$ cat config.mk
export PLATFORM = sky130hd
export DESIGN_NAME = mux_sense_decoder
export DESIGN_NICKNAME = d
export VERILOG_FILES = /design/src/rtl/mux_sense_pkg.sv /design/src/rtl/mux_scan_tracker.sv /design/src/rtl/mux_sense_collector.sv /design/src/rtl/mux_setting_decoder.sv /design/src/rtl/mux_sense_decoder.sv
export SDC_FILE = /design/constraint.sdc
export NUM_CORES = 1
export LEC_CHECK = 0
export BUFFER_PORTS_ARGS = -buffer_cell sky130_fd_sc_hd__buf_2
export CORE_MARGIN = 5
export CORE_UTILIZATION = 55
export CTS_CLUSTER_SIZE = 14
export DETAILED_ROUTE_END_ITERATION = 10
export PLACE_DENSITY = 0.81
export SLEW_MARGIN = 5
export SYNTH_ARGS = -nofsm -noshare
export SYNTH_HDL_FRONTEND = slang
export SYNTH_SLANG_ARGS = --single-unit
$ cat constraint.sdc
create_clock -name clk -period 3.49 [get_ports clk]
set_clock_uncertainty 0.1 [all_clocks]
set_input_delay 0.698 -clock clk [delete_from_list [all_inputs] [get_ports clk]]
set_output_delay 0.698 -clock clk [all_outputs]
set_load 0.005 [all_outputs]
$ cat src/rtl/mux_sense_pkg.sv
`timescale 1ns/1ps
package mux_sense_pkg;
  localparam int NUM_SLOTS = 8;
  localparam int FUNC_W    = 3;
  localparam int RANGE_W   = 2;
  localparam int LINES     = 4;

  // slot indexes (bit position in the strobe)
  localparam int S_D1 = 0;
  localparam int S_D2 = 1;
  localparam int S_D3 = 2;
  localparam int S_D4 = 3;
  localparam int S_D5 = 4;
  localparam int S_D8 = 7;

  // sense line indexes
  localparam int L_FUNC  = 0;
  localparam int L_RANGE = 1;
  localparam int L_CTRL  = 2;
  localparam int L_DP    = 3;

  typedef enum logic [FUNC_W-1:0] {
    FN_FREQ     = 3'd0,
    FN_PERIOD   = 3'd1,
    FN_RATIO    = 3'd2,
    FN_INTERVAL = 3'd3,
    FN_UNIT     = 3'd4,
    FN_OSCTEST  = 3'd5
  } func_e;

  typedef struct packed {
    logic  ok;
    func_e code;
  } func_dec_t;

  typedef struct packed {
    logic               ok;
    logic [RANGE_W-1:0] code;
  } range_dec_t;

  function automatic logic only_slot(logic [NUM_SLOTS-1:0] m, int idx);
    return m == (NUM_SLOTS'(1) << idx);
  endfunction

  function automatic logic slot_bit(logic [NUM_SLOTS-1:0] m, int idx);
    return m[idx];
  endfunction

  function automatic func_dec_t decode_func(logic [NUM_SLOTS-1:0] m);
    func_dec_t r;
    r.ok   = 1'b1;
    r.code = FN_FREQ;
    if (only_slot(m, S_D1))      r.code = FN_FREQ;
    else if (only_slot(m, S_D8)) r.code = FN_PERIOD;
    else if (only_slot(m, S_D2)) r.code = FN_RATIO;
    else if (only_slot(m, S_D5)) r.code = FN_INTERVAL;
    else if (only_slot(m, S_D4)) r.code = FN_UNIT;
    else if (only_slot(m, S_D3)) r.code = FN_OSCTEST;
    else                         r.ok   = 1'b0;
    return r;
  endfunction

  function automatic range_dec_t decode_range(logic [NUM_SLOTS-1:0] m);
    range_dec_t r;
    r.ok   = 1'b0;
    r.code = '0;
    for (int i = 0; i < (1 << RANGE_W); i++) begin
      if (only_slot(m, S_D1 + i)) begin
        r.ok   = 1'b1;
        r.code = RANGE_W'(i);
      end
    end
    return r;
  endfunction
endpackage

$ cat src/rtl/mux_scan_tracker.sv
`timescale 1ns/1ps
module mux_scan_tracker #(
  parameter int SLOTS = mux_sense_pkg::NUM_SLOTS
) (
  input  logic             clk,
  input  logic             rst_n,
  input  logic [SLOTS-1:0] strobe,
  input  logic             slot_late,
  input  logic             freeze,
  output logic             sample_en,
  output logic             commit,
  output logic             clear
);
  localparam logic [SLOTS-1:0] ALL_SEEN = '1;

  logic             last_win;
  logic             last_win_q;
  logic             scan_end;
  logic [SLOTS-1:0] seen_q;

  assign last_win  = slot_late & strobe[SLOTS-1];
  assign scan_end  = last_win_q & ~last_win;
  assign sample_en = slot_late & $onehot(strobe) & ~freeze;
  assign commit    = scan_end & (seen_q == ALL_SEEN) & ~freeze;
  assign clear     = scan_end | freeze;

  always_ff @(posedge clk or negedge rst_n) begin
    if (!rst_n) begin
      last_win_q <= 1'b0;
      seen_q     <= '0;
    end else begin
      last_win_q <= last_win;
      if (clear)          seen_q <= '0;
      else if (sample_en) seen_q <= seen_q | strobe;
    end
  end
endmodule

$ cat src/rtl/mux_sense_collector.sv
`timescale 1ns/1ps
module mux_sense_collector #(
  parameter int SLOTS = mux_sense_pkg::NUM_SLOTS,
  parameter int LINES = mux_sense_pkg::LINES
) (
  input  logic                        clk,
  input  logic                        rst_n,
  input  logic                        clear,
  input  logic                        sample_en,
  input  logic [SLOTS-1:0]            strobe,
  input  logic [LINES-1:0]            sense_n,
  output logic [LINES-1:0][SLOTS-1:0] hits
);
  for (genvar l = 0; l < LINES; l++) begin : g_line
    always_ff @(posedge clk or negedge rst_n) begin
      if (!rst_n)         hits[l] <= '0;
      else if (clear)     hits[l] <= '0;
      else if (sample_en) hits[l] <= hits[l] | (strobe & {SLOTS{~sense_n[l]}});
    end
  end
endmodule

$ cat src/rtl/mux_setting_decoder.sv
`timescale 1ns/1ps
module mux_setting_decoder
  import mux_sense_pkg::*;
#(
  parameter int SLOTS = NUM_SLOTS
) (
  input  logic               clk,
  input  logic               rst_n,
  input  logic               commit,
  input  logic [SLOTS-1:0]   func_hits,
  input  logic [SLOTS-1:0]   range_hits,
  input  logic [SLOTS-1:0]   ctrl_hits,
  input  logic [SLOTS-1:0]   dp_hits,
  output func_e              func_q,
  output logic [RANGE_W-1:0] range_q,
  output logic               off_q,
  output logic               test_q,
  output logic               mhz_q,
  output logic               xosc_q,
  output logic               xdp_q,
  output logic [SLOTS-1:0]   dp_q,
  output logic               change_q
);
  func_dec_t  fdec;
  range_dec_t rdec;
  logic       new_xdp;
  logic       differs;

  assign fdec    = decode_func(func_hits);
  assign rdec    = decode_range(range_hits);
  assign new_xdp = slot_bit(ctrl_hits, S_D3);
  assign differs = (fdec.ok && fdec.code != func_q) || (rdec.ok && rdec.code != range_q);

  always_ff @(posedge clk or negedge rst_n) begin
    if (!rst_n) begin
      func_q   <= FN_FREQ;
      range_q  <= '0;
      off_q    <= 1'b0;
      test_q   <= 1'b0;
      mhz_q    <= 1'b0;
      xosc_q   <= 1'b0;
      xdp_q    <= 1'b0;
      dp_q     <= '0;
      change_q <= 1'b0;
    end else begin
      change_q <= commit & differs;
      if (commit) begin
        if (fdec.ok) func_q  <= fdec.code;
        if (rdec.ok) range_q <= rdec.code;
        off_q  <= slot_bit(ctrl_hits, S_D4);
        test_q <= slot_bit(ctrl_hits, S_D8);
        mhz_q  <= slot_bit(ctrl_hits, S_D2);
        xosc_q <= slot_bit(ctrl_hits, S_D1);
        xdp_q  <= new_xdp;
        dp_q   <= new_xdp ? dp_hits : '0;
      end
    end
  end
endmodule

$ cat src/rtl/mux_sense_decoder.sv
`timescale 1ns/1ps
module mux_sense_decoder
  import mux_sense_pkg::*;
#(
  parameter int SLOTS = NUM_SLOTS
) (
  input  logic               clk,
  input  logic               rst_n,
  input  logic [SLOTS-1:0]   digit_strobe,
  input  logic               slot_late,
  input  logic               sense_func_n,
  input  logic               sense_range_n,
  input  logic               sense_ctrl_n,
  input  logic               sense_dp_n,
  input  logic               hold,
  output logic [FUNC_W-1:0]  func_code,
  output logic [RANGE_W-1:0] range_code,
  output logic               disp_off,
  output logic               disp_test,
  output logic               sel_1mhz,
  output logic               ext_osc_en,
  output logic               ext_dp_en,
  output logic [SLOTS-1:0]   dp_digit,
  output logic               setting_change
);
  logic                        sample_en;
  logic                        commit;
  logic                        clear;
  logic                        off_flag;
  logic [LINES-1:0]            sense_n;
  logic [LINES-1:0][SLOTS-1:0] hits;
  func_e                       func_q;

  assign sense_n[L_FUNC]  = sense_func_n;
  assign sense_n[L_RANGE] = sense_range_n;
  assign sense_n[L_CTRL]  = sense_ctrl_n;
  assign sense_n[L_DP]    = sense_dp_n;

  assign disp_off  = off_flag & hold;
  assign func_code = func_q;

  mux_scan_tracker #(.SLOTS(SLOTS)) u_track (
    .clk       (clk),
    .rst_n     (rst_n),
    .strobe    (digit_strobe),
    .slot_late (slot_late),
    .freeze    (disp_off),
    .sample_en (sample_en),
    .commit    (commit),
    .clear     (clear)
  );

  mux_sense_collector #(.SLOTS(SLOTS), .LINES(LINES)) u_coll (
    .clk       (clk),
    .rst_n     (rst_n),
    .clear     (clear),
    .sample_en (sample_en),
    .strobe    (digit_strobe),
    .sense_n   (sense_n),
    .hits      (hits)
  );

  mux_setting_decoder #(.SLOTS(SLOTS)) u_dec (
    .clk        (clk),
    .rst_n      (rst_n),
    .commit     (commit),
    .func_hits  (hits[L_FUNC]),
    .range_hits (hits[L_RANGE]),
    .ctrl_hits  (hits[L_CTRL]),
    .dp_hits    (hits[L_DP]),
    .func_q     (func_q),
    .range_q    (range_code),
    .off_q      (off_flag),
    .test_q     (disp_test),
    .mhz_q      (sel_1mhz),
    .xosc_q     (ext_osc_en),
    .xdp_q      (ext_dp_en),
    .dp_q       (dp_digit),
    .change_q   (setting_change)
  );
endmodule

---- Yosys cells after proc, flatten, opt, wreduce, memory -nomap -nowiden ----
Cells that the tools add are included.
W data, S select, Z words.
storage, ports and cells
  register bits ........................... 60
cells by class
  $add $sub $neg .......................... 7
  bitwise operators ....................... 24
  eq/ne operators ......................... 14
  reduce and logical (&&, ||, !) cells .... 6
  muxes and demuxes ....................... 27
operator list
  kind                  count
  $mux W8               11
  $or A8 B8 Y8          5
  $and A8 B8 Y8         4
  $mux W3               10
  $eq A8 B1 Y1 const B  2
  $eq A8 B2 Y1 const B  2
  $eq A8 B3 Y1 const B  2
  $eq A8 B4 Y1 const B  2
  $eq A8 B8 Y1 const B  2
  $add A4 B4 Y4         3
  $add A1 B1 Y2         4
  $and A1 B1 Y1         8
  $eq A8 B5 Y1 const B  1
  $mux W1               6
  $not A1 Y1            6
  $eq A4 B1 Y1 const B  1
  $reduce_and A2 Y1     2
  $ne A3 B3 Y1          1
  $logic_and A1 B1 Y1   2
  $ne A2 B2 Y1          1
  $reduce_bool A2 Y1    1
  $logic_or A1 B1 Y1    1
  $or A1 B1 Y1          1

---- Logic depth before layout (Yosys ltp) ----
Gate-level depths: netlist of run 1.
  depth in word-level cells ............... 11
  depth in mapped cells ................... 12
  mapped depth without buffers ............ 11

---- By module ----
A second synthesis of run 1 with hierarchy kept.
unflattened totals
  cell total of the unflattened synthesis .. 289
  area, all modules ....................... 3104.2 um^2
modules (own cells, without submodules)
  module               cells an instance  instances  area each (um^2)  sequential area each (um^2)
  mux_sense_collector  122                1          1428.9            800.8
  mux_setting_decoder  109                1          1061.0            475.5
  mux_scan_tracker     57                 1          608.1             225.2
  mux_sense_decoder    1                  1          6.3               0.0

---- Worst setup path after synthesis of run 1 ----
OpenSTA, ideal clock, no wires.
  kind .................................... in2reg
  start point ............................. in digit_strobe[6]
  end point ............................... reg u_coll.hits[29] in the netlist's numbering
  path buffers ............................ 1
  setup slack ............................. -0.297 ns
  cell stages on the path ................. 12
  data arrival time ....................... 3.622 ns
  cell sequence ........................... ha_1 > fa_1 > inv_1 > fa_1 > inv_1 > ha_1 > fa_1 > nor4_2 > buf_2 > nand2_1 > nor2_1 > o21a_1
between the ends
  word-level cells in the longest chain between the ends .. 7
RTL lines
  item                                               RTL line                   source
  start, declared                                    mux_sense_decoder.sv:9     input logic [SLOTS-1:0] digit_strobe,
  $add A1 B1 Y2 (implied by the code)                mux_scan_tracker.sv:23     assign sample_en = slot_late & $onehot(strobe) & ~freeze;
  $add A4 B4 Y4 (implied by the code) (2 in series)  mux_scan_tracker.sv:23
  $eq A4 B1 Y1                                       mux_scan_tracker.sv:23
  $and A1 B1 Y1 (2 in series)                        mux_scan_tracker.sv:23
  $reduce_bool A2 Y1 (no line)                       -
  end signal, assigned by index                      mux_sense_collector.sv:18  else if (sample_en) hits[l] <= hits[l] | (strobe & {SLOTS{~sense_n[l]}});
  end, declared                                      mux_sense_collector.sv:12  output logic [LINES-1:0][SLOTS-1:0] hits
No other way between the ends.
A chain may end at the register's enable or synchronous reset.

---- Worst setup path in the final report of run 1 ----
  start point ............................. in digit_strobe[5]
  end point ............................... reg u_coll.hits[9] in the netlist's numbering
The elaborated chain is that of the path after synthesis.

==> summary.txt, run 1 <==
critical path cell sequence: buf_2, ha_2, inv_1, fa_2, fa_1, inv_1, ha_2, fa_2, nor4_4, buf_4, nand2_1, nor2_1, o21a_1
largest net degree at the start of global routing: 40
share of cells above drive strength 1: 25.0%
final hold vios: 0
post-synthesis sequential area ratio: 51.9%
number of buffers created by CTS: 9
H-tree depth: 3
final setup fails: 0
Remaining DRCs: 0
DR vias/cell: 5.58
syn_nets: 311
CP arrival: 3.52 ns
initial antenna violation count: 0
Die Y: 80.7 um
CTS tree: yes
RSZ-0062 raised after global routing: false
Yosys Warn Count: 0
GRT overflow: 0
total power: 1.90 mW
VDD IR max: 0.329 mV
Skew-Pair Late Insertion Delay: 0.33 ns
Worst Path Buf+Inv: 4
I/O Pins: 35
DR iter-0 viols: 135
Critical Path RT: 3.67 ns
status: complete, no violations
Multi-input gate area: 1240 um^2
Hold Path Class: in -> async
Final #Nets: 349
Adder-Cell Fraction of Synth Area: 5.65%
compound-gate portion of the synthesized area: 14.5%
DR WL/cell: 15.3 um
period utilisation layout: 95.8%
clk sink count: 57
# Max-Cap Violations: 0
leading area contributor after synthesis: dfrtp_1
Area Overhead vs Synth: 17.9%
final std cells w/o fill: 395
Max Slew Vio Count: 0
clock tree buffer depth: 2
Post-CTS Resized: 0
CP max stage cell: fa_1
DR pass1 iterations: 4
diodes inserted: 0
Core ar.: 4790 um^2
Max Freq: 299 MHz
crit end category: flop
kind of critical path: in -> reg
post-synthesis xor/xnor area fraction: 2.87%
top-area cell type share of the netlist area: 51.9%
post-synthesis async set-or-reset flop share: 100%
die extent in x: 80.7 um
final WL: 6030 um
initial core utilization: 57.4%
I/O Buffers: 34
Yosys reg bits: 57
power per cell area: 585 nW/um^2
CTS clk-pin slew, worst paths: 0.07 ns
commonest non-fill, non-tap cell in the layout: dfrtp_1
most frequent cells in the layout: dfrtp_1, nand2_1, nor2_1
RePlAce Congestion: 0.826
# fillers: 404
setup bufs post-CTS: 0
total number of vias: 2206
Top Family by Delay on Critical Path: adder cells
cts-stage hold buffer count: 0
placed cells: 379
Final HPWL DP: 4150 um
die footprint: 6510 um^2
worst slew pin tran: 0.841 ns
Leakage: 1.66 nW
Mapped Area: 2750 um^2
largest family of logic cells by synthesized area: simple AND/OR/NAND/NOR gates
Synth cell types: 37
Simple-Gate Fraction of Synth Area: 19.8%
final worst-path setup slack: 0.148 ns
setup TNS: 0 ns
EDFF count, synth: 0
crit path max fanout: 9
Synth Flop Type: dfrtp_1
Reg area: 1430 um^2
CTS Root Cell: clkbuf_8
row count: 25
CP max stage delay: 0.51 ns
Final ANT Viol Nets: 0
Post-Syn Instances: 285
CP Launch Type: input port
syn avg cell area: 9.64 um^2
Final min period: 3.34 ns
vias in the first global route: 2150
mux share of post-synthesis cell area: 0.774%
gr usage total: 21.5%
post-placement setup slack: -0.208 ns
global-route wire length before repair: 10500 um
Synth area leaders: dfrtp_1, o21a_1, nand2_1, nor2_1, fa_1
Slew Limit Headroom: 43.9%
==> sequential cells by signal, summed over array words and instances (netlist names) <==
register and flops:
u_dec.dp_q 8, u_coll.hits 29, u_dec.off_q 1, u_track.last_win_q 1, u_dec.range_q 2, u_dec.xosc_q 1, u_dec.mhz_q 1, u_dec.xdp_q 1
u_dec.test_q 1, u_dec.change_q 1, u_dec.func_q 3, u_track.seen_q 8
==> area by class of cell <==
class	count	share of cell area, %
Timing Repair Buffer	45	7.80
Tap cell	67	2.59
Multi-Input combinational cell	199	38.3
Clock inverter	7	2.20
Sequential cell	57	44.0
Clock buffer	9	3.82
Inverter	11	1.27
==> per-layer routing <==
metal / vias to the layer above / wire, um / GRT usage, %
li1: 1036 / - / -
met1: 1088 / 2730 / 29.6
met2: 69 / 2800 / 32.6
met3: 13 / 326 / 5.27
met4: 0 / 165 / 8.61
met5: - / 0 / 0
==> power breakdown <==
group / total (mW) / leakage, nW / internal [mW] / switching (mW)
logic: 0.420 / 0.781 / 0.206 / 0.213
registers: 0.872 / 0.779 / 0.762 / 0.110
clock network: 0.606 / 0.103 / 0.329 / 0.277
total: 1.90 / 1.66 / 1.30 / 0.600
==> stage by stage <==
step           util [%]  hold WS [ns]  cell area (um^2)
2_1_floorplan         -         0.302              2790
3_3_place_gp       63.6         0.346              3050
3_5_place_dp       63.6         0.350              3050
4_1_cts            67.7         0.370              3240
5_1_grt            67.7         0.395              3240
6_report           67.7         0.356              3240
==> kinds of logic (layout without fill, tap and decap cells) <==
| kind of cell | after synthesis | in the layout |
|---|---|---|
| XOR/XNOR | 9 | 9 |
| flip-flops | 57 | 57 |
| AND/OR/NAND/NOR | 120 | 120 |
| buffers and inverters | 29 | 72 |
| AO/OA/AOI/OAI | 58 | 58 |
| multiplexers | 2 | 2 |
| adder cells (fa/ha/maj) | 10 | 10 |
==> synthesized netlist by cell type (all sizes together) (5+ instances only) <==
library cell and count:
nand3 13, nor4 6, ha 6, buf 8, dfrtp 57, clkbuf 10, xnor2 5, a21oi 12
inv 11, o21a 30, nor2 42, nand2 45, o21ai 8, nor3 5
==> worst paths after layout <==
path	start	endpoint	slack, ns	cells past startpoint
worst max-delay path	digit_strobe[5]	u_coll.hits[9]$_DFFE_PN0P_	0.15	13
worst min-delay path	rst_n	u_dec.func_q[0]$_DFFE_PN0P_	0.36	1
worst max register to register	u_dec.off_q$_DFFE_PN0P_	u_dec.range_q[1]$_DFFE_PN0P_	1.62	4
worst min register to register	u_dec.dp_q[7]$_DFFE_PN0P_	u_dec.dp_q[7]$_DFFE_PN0P_	0.37	2
max in group asynchronous	rst_n	u_coll.hits[19]$_DFFE_PN0P_	2.14	2
min in group clk	u_dec.dp_q[7]$_DFFE_PN0P_	u_dec.dp_q[7]$_DFFE_PN0P_	0.37	2
No activity file was read; power rests on OpenSTA's default activity.
==> inputs of run 2 (changes only) <==
- CORE_MARGIN: 5 -> unset
==> run 2 against run 1 <==
Compared with the run above: critical path depth did not move; clock power grew 20%; hold slack better by 0.0029 ns; largest cell class unchanged; global-route usage grew 3.3 points; sequential share of layout area decreased by 0.59 points; count of clock-buffer cells in the layout is 3 higher; highest routed layer unchanged; utilization rose by 1.4 points.
==> summary.txt, run 2 (same netlist as run 1, synthesis figures left out) <==
initial antenna violation count: 0 (unchanged)
Slew Limit Headroom: 41.6% (-2.3 points)
Largest Register: u_coll.hits
crit end category: flop
met3 WL post-DR: 230 um (-29%)
Hold Path Class: reg -> reg
gr usage total: 24.8% (+3.3 points)
final worst-path setup slack: 0.174 ns (+0.0261 ns)
H-tree depth: 3 (unchanged)
Final HPWL DP: 4010 um (-3.2%)
number of buffers created by CTS: 9 (unchanged)
RePlAce Congestion: 0.870 (+5.3%)
final setup fails: 0 (unchanged)
period utilisation layout: 95.0% (-0.75 points)
row count: 25 (unchanged)
Leakage: 1.68 nW (+1.2%)
Final #Nets: 349 (unchanged)
# fillers: 381 (-5.7%)
setup bufs post-CTS: 0 (unchanged)
largest net degree at the start of global routing: 41 (+2.5%)
CTS Root Cell: clkbuf_8
flip-flop count of the largest register after layout: 29 (unchanged)
DR WL/cell: 14.7 um (-3.9%)
Skew-Pair Late Insertion Delay: 0.34 ns (about the same)
Die Y: 72.7 um (-9.9%)
clk sink count: 57 (unchanged)
I/O Buffers: 34 (unchanged)
diodes inserted: 0 (unchanged)
global-route wire length before repair: 9500 um (-9.5%)
met2 wire length: 2780 um (-0.82%)
Post-DP Area: 3050 um^2 (unchanged)
final hold vios: 0 (unchanged)
final instance area: 3280 um^2 (+1.4%)
cts-stage hold buffer count: 0 (unchanged)
die footprint: 5280 um^2 (-19%)
Area Overhead vs Synth: 19.5%
Max Slew Vio Count: 0 (unchanged)
status: complete, no violations
DR vias/cell: 5.37 (-3.9%)
CP arrival: 3.50 ns (-0.02 ns)
total number of vias: 2120 (-3.9%)
I/O Pins: 35 (unchanged)
Final min period: 3.32 ns (-0.0261 ns)
Top Metal Used: met4
Core ar.: 4750 um^2 (-0.65%)
Post-CTS Resized: 0 (unchanged)
# Max-Cap Violations: 0 (unchanged)
commonest non-fill, non-tap cell in the layout: dfrtp_1
VDD IR max: 0.331 mV (+0.69%)
vias in the first global route: 1968 (-8.5%)
GRT overflow: 0 (unchanged)
worst slew pin tran: 0.876 ns (+0.0347 ns)
share of cells above drive strength 1: 25.0% (unchanged)
routed length on met1: 2650 um (-3.0%)
clock tree buffer depth: 2 (unchanged)
DR pass1 iterations: 4 (unchanged)
biggest regs: u_coll.hits x29, u_dec.dp_q x8, u_track.seen_q x8
initial core utilization: 57.8% (+0.38 points)
setup TNS: 0 ns (unchanged)
CTS clk-pin slew, worst paths: 0.07 ns (about the same)
final WL: 5790 um (-3.9%)
Final ANT Viol Nets: 0 (unchanged)
CTS tree: yes
Critical Path RT: 3.67 ns (about the same)
RSZ-0062 raised after global routing: false
total power: 2.02 mW (+6.4%)
CP Launch Type: input port
placed cells: 379 (unchanged)
most frequent cells in the layout: dfrtp_1, nand2_1, nor2_1
final std cells w/o fill: 395 (unchanged)
power per cell area: 615 nW/um^2 (+5.0%)
kind of critical path: in -> reg
DR iter-0 viols: 178 (+32%)
crit path max fanout: 9 (unchanged)
Remaining DRCs: 0 (unchanged)
post-placement setup slack: -0.174 ns (+0.0340 ns)
Max Freq: 302 MHz (+0.79%)
die extent in x: 72.7 um (-9.9%)
[run 2: cell types whose count changed in the layout (fill, tap and decap cells not counted), sizes merged]
cell,change
clkinv,-4
bufinv,+1
clkbuf,+3
[run 2: critical path: stages]
cell and delay, ns:
buf_2 0.11, ha_2 0.30, inv_1 0.05, fa_2 0.36
fa_1 0.51, inv_1 0.04, ha_2 0.17, fa_2 0.37
nor4_4 0.25, buf_4 0.19, nand2_1 0.17, nor2_1 0.16
o21a_1 0.12
[run 2: final timing paths]
path / cells after the start / from / endpoint / slack [ns]
min in group asynchronous: 1 / rst_n / u_dec.change_q$_DFF_PN0_ / 0.37
worst max register to register: 4 / u_dec.off_q$_DFFE_PN0P_ / u_dec.range_q[1]$_DFFE_PN0P_ / 1.61
worst max-delay path: 13 / digit_strobe[5] / u_coll.hits[16]$_DFFE_PN0P_ / 0.17
max in group asynchronous: 2 / rst_n / u_track.seen_q[0]$_DFFE_PN0P_ / 2.13
worst min register to register: 2 / u_dec.dp_q[0]$_DFFE_PN0P_ / u_dec.dp_q[0]$_DFFE_PN0P_ / 0.36
worst min-delay path: 2 / u_dec.dp_q[0]$_DFFE_PN0P_ / u_dec.dp_q[0]$_DFFE_PN0P_ / 0.36
[run 2: report_power, final]
| group | internal, mW | switching, mW | total [mW] |
|---|---|---|---|
| combinational | 0.206 | 0.214 | 0.419 |
| clock | 0.460 | 0.267 | 0.728 |
| sequential | 0.762 | 0.109 | 0.871 |
[run 2: cell type report]
cell class / count / area [um^2] / area share [%]
tap: 67 / 83.8 / 2.55
clock buffer: 12 / 165 / 5.03
clock inverter: 4 / 73.8 / 2.25
timing repair buffer: 45 / 253 / 7.70
sequential: 57 / 1430 / 43.4
multi-input combinational: 199 / 1240 / 37.8
inverter: 11 / 41.3 / 1.26
[run 2: metrics by stage]
step	utilization, %	hold WS, ns
floorplan	-	0.302
global placement	64.1	0.348
detailed placement	64.1	0.350
CTS	69.1	0.365
global route	69.1	0.382
finish	69.1	0.359
[run 2: layer usage]
| layer | up-vias | track usage (%) |
|---|---|---|
| met1 | 1011 | 32.6 |
| met5 | - | 0 |
| met2 | 57 | 38.6 |
| met3 | 15 | 6.63 |
| li1 | 1037 | - |
| met4 | 0 | 11.3 |
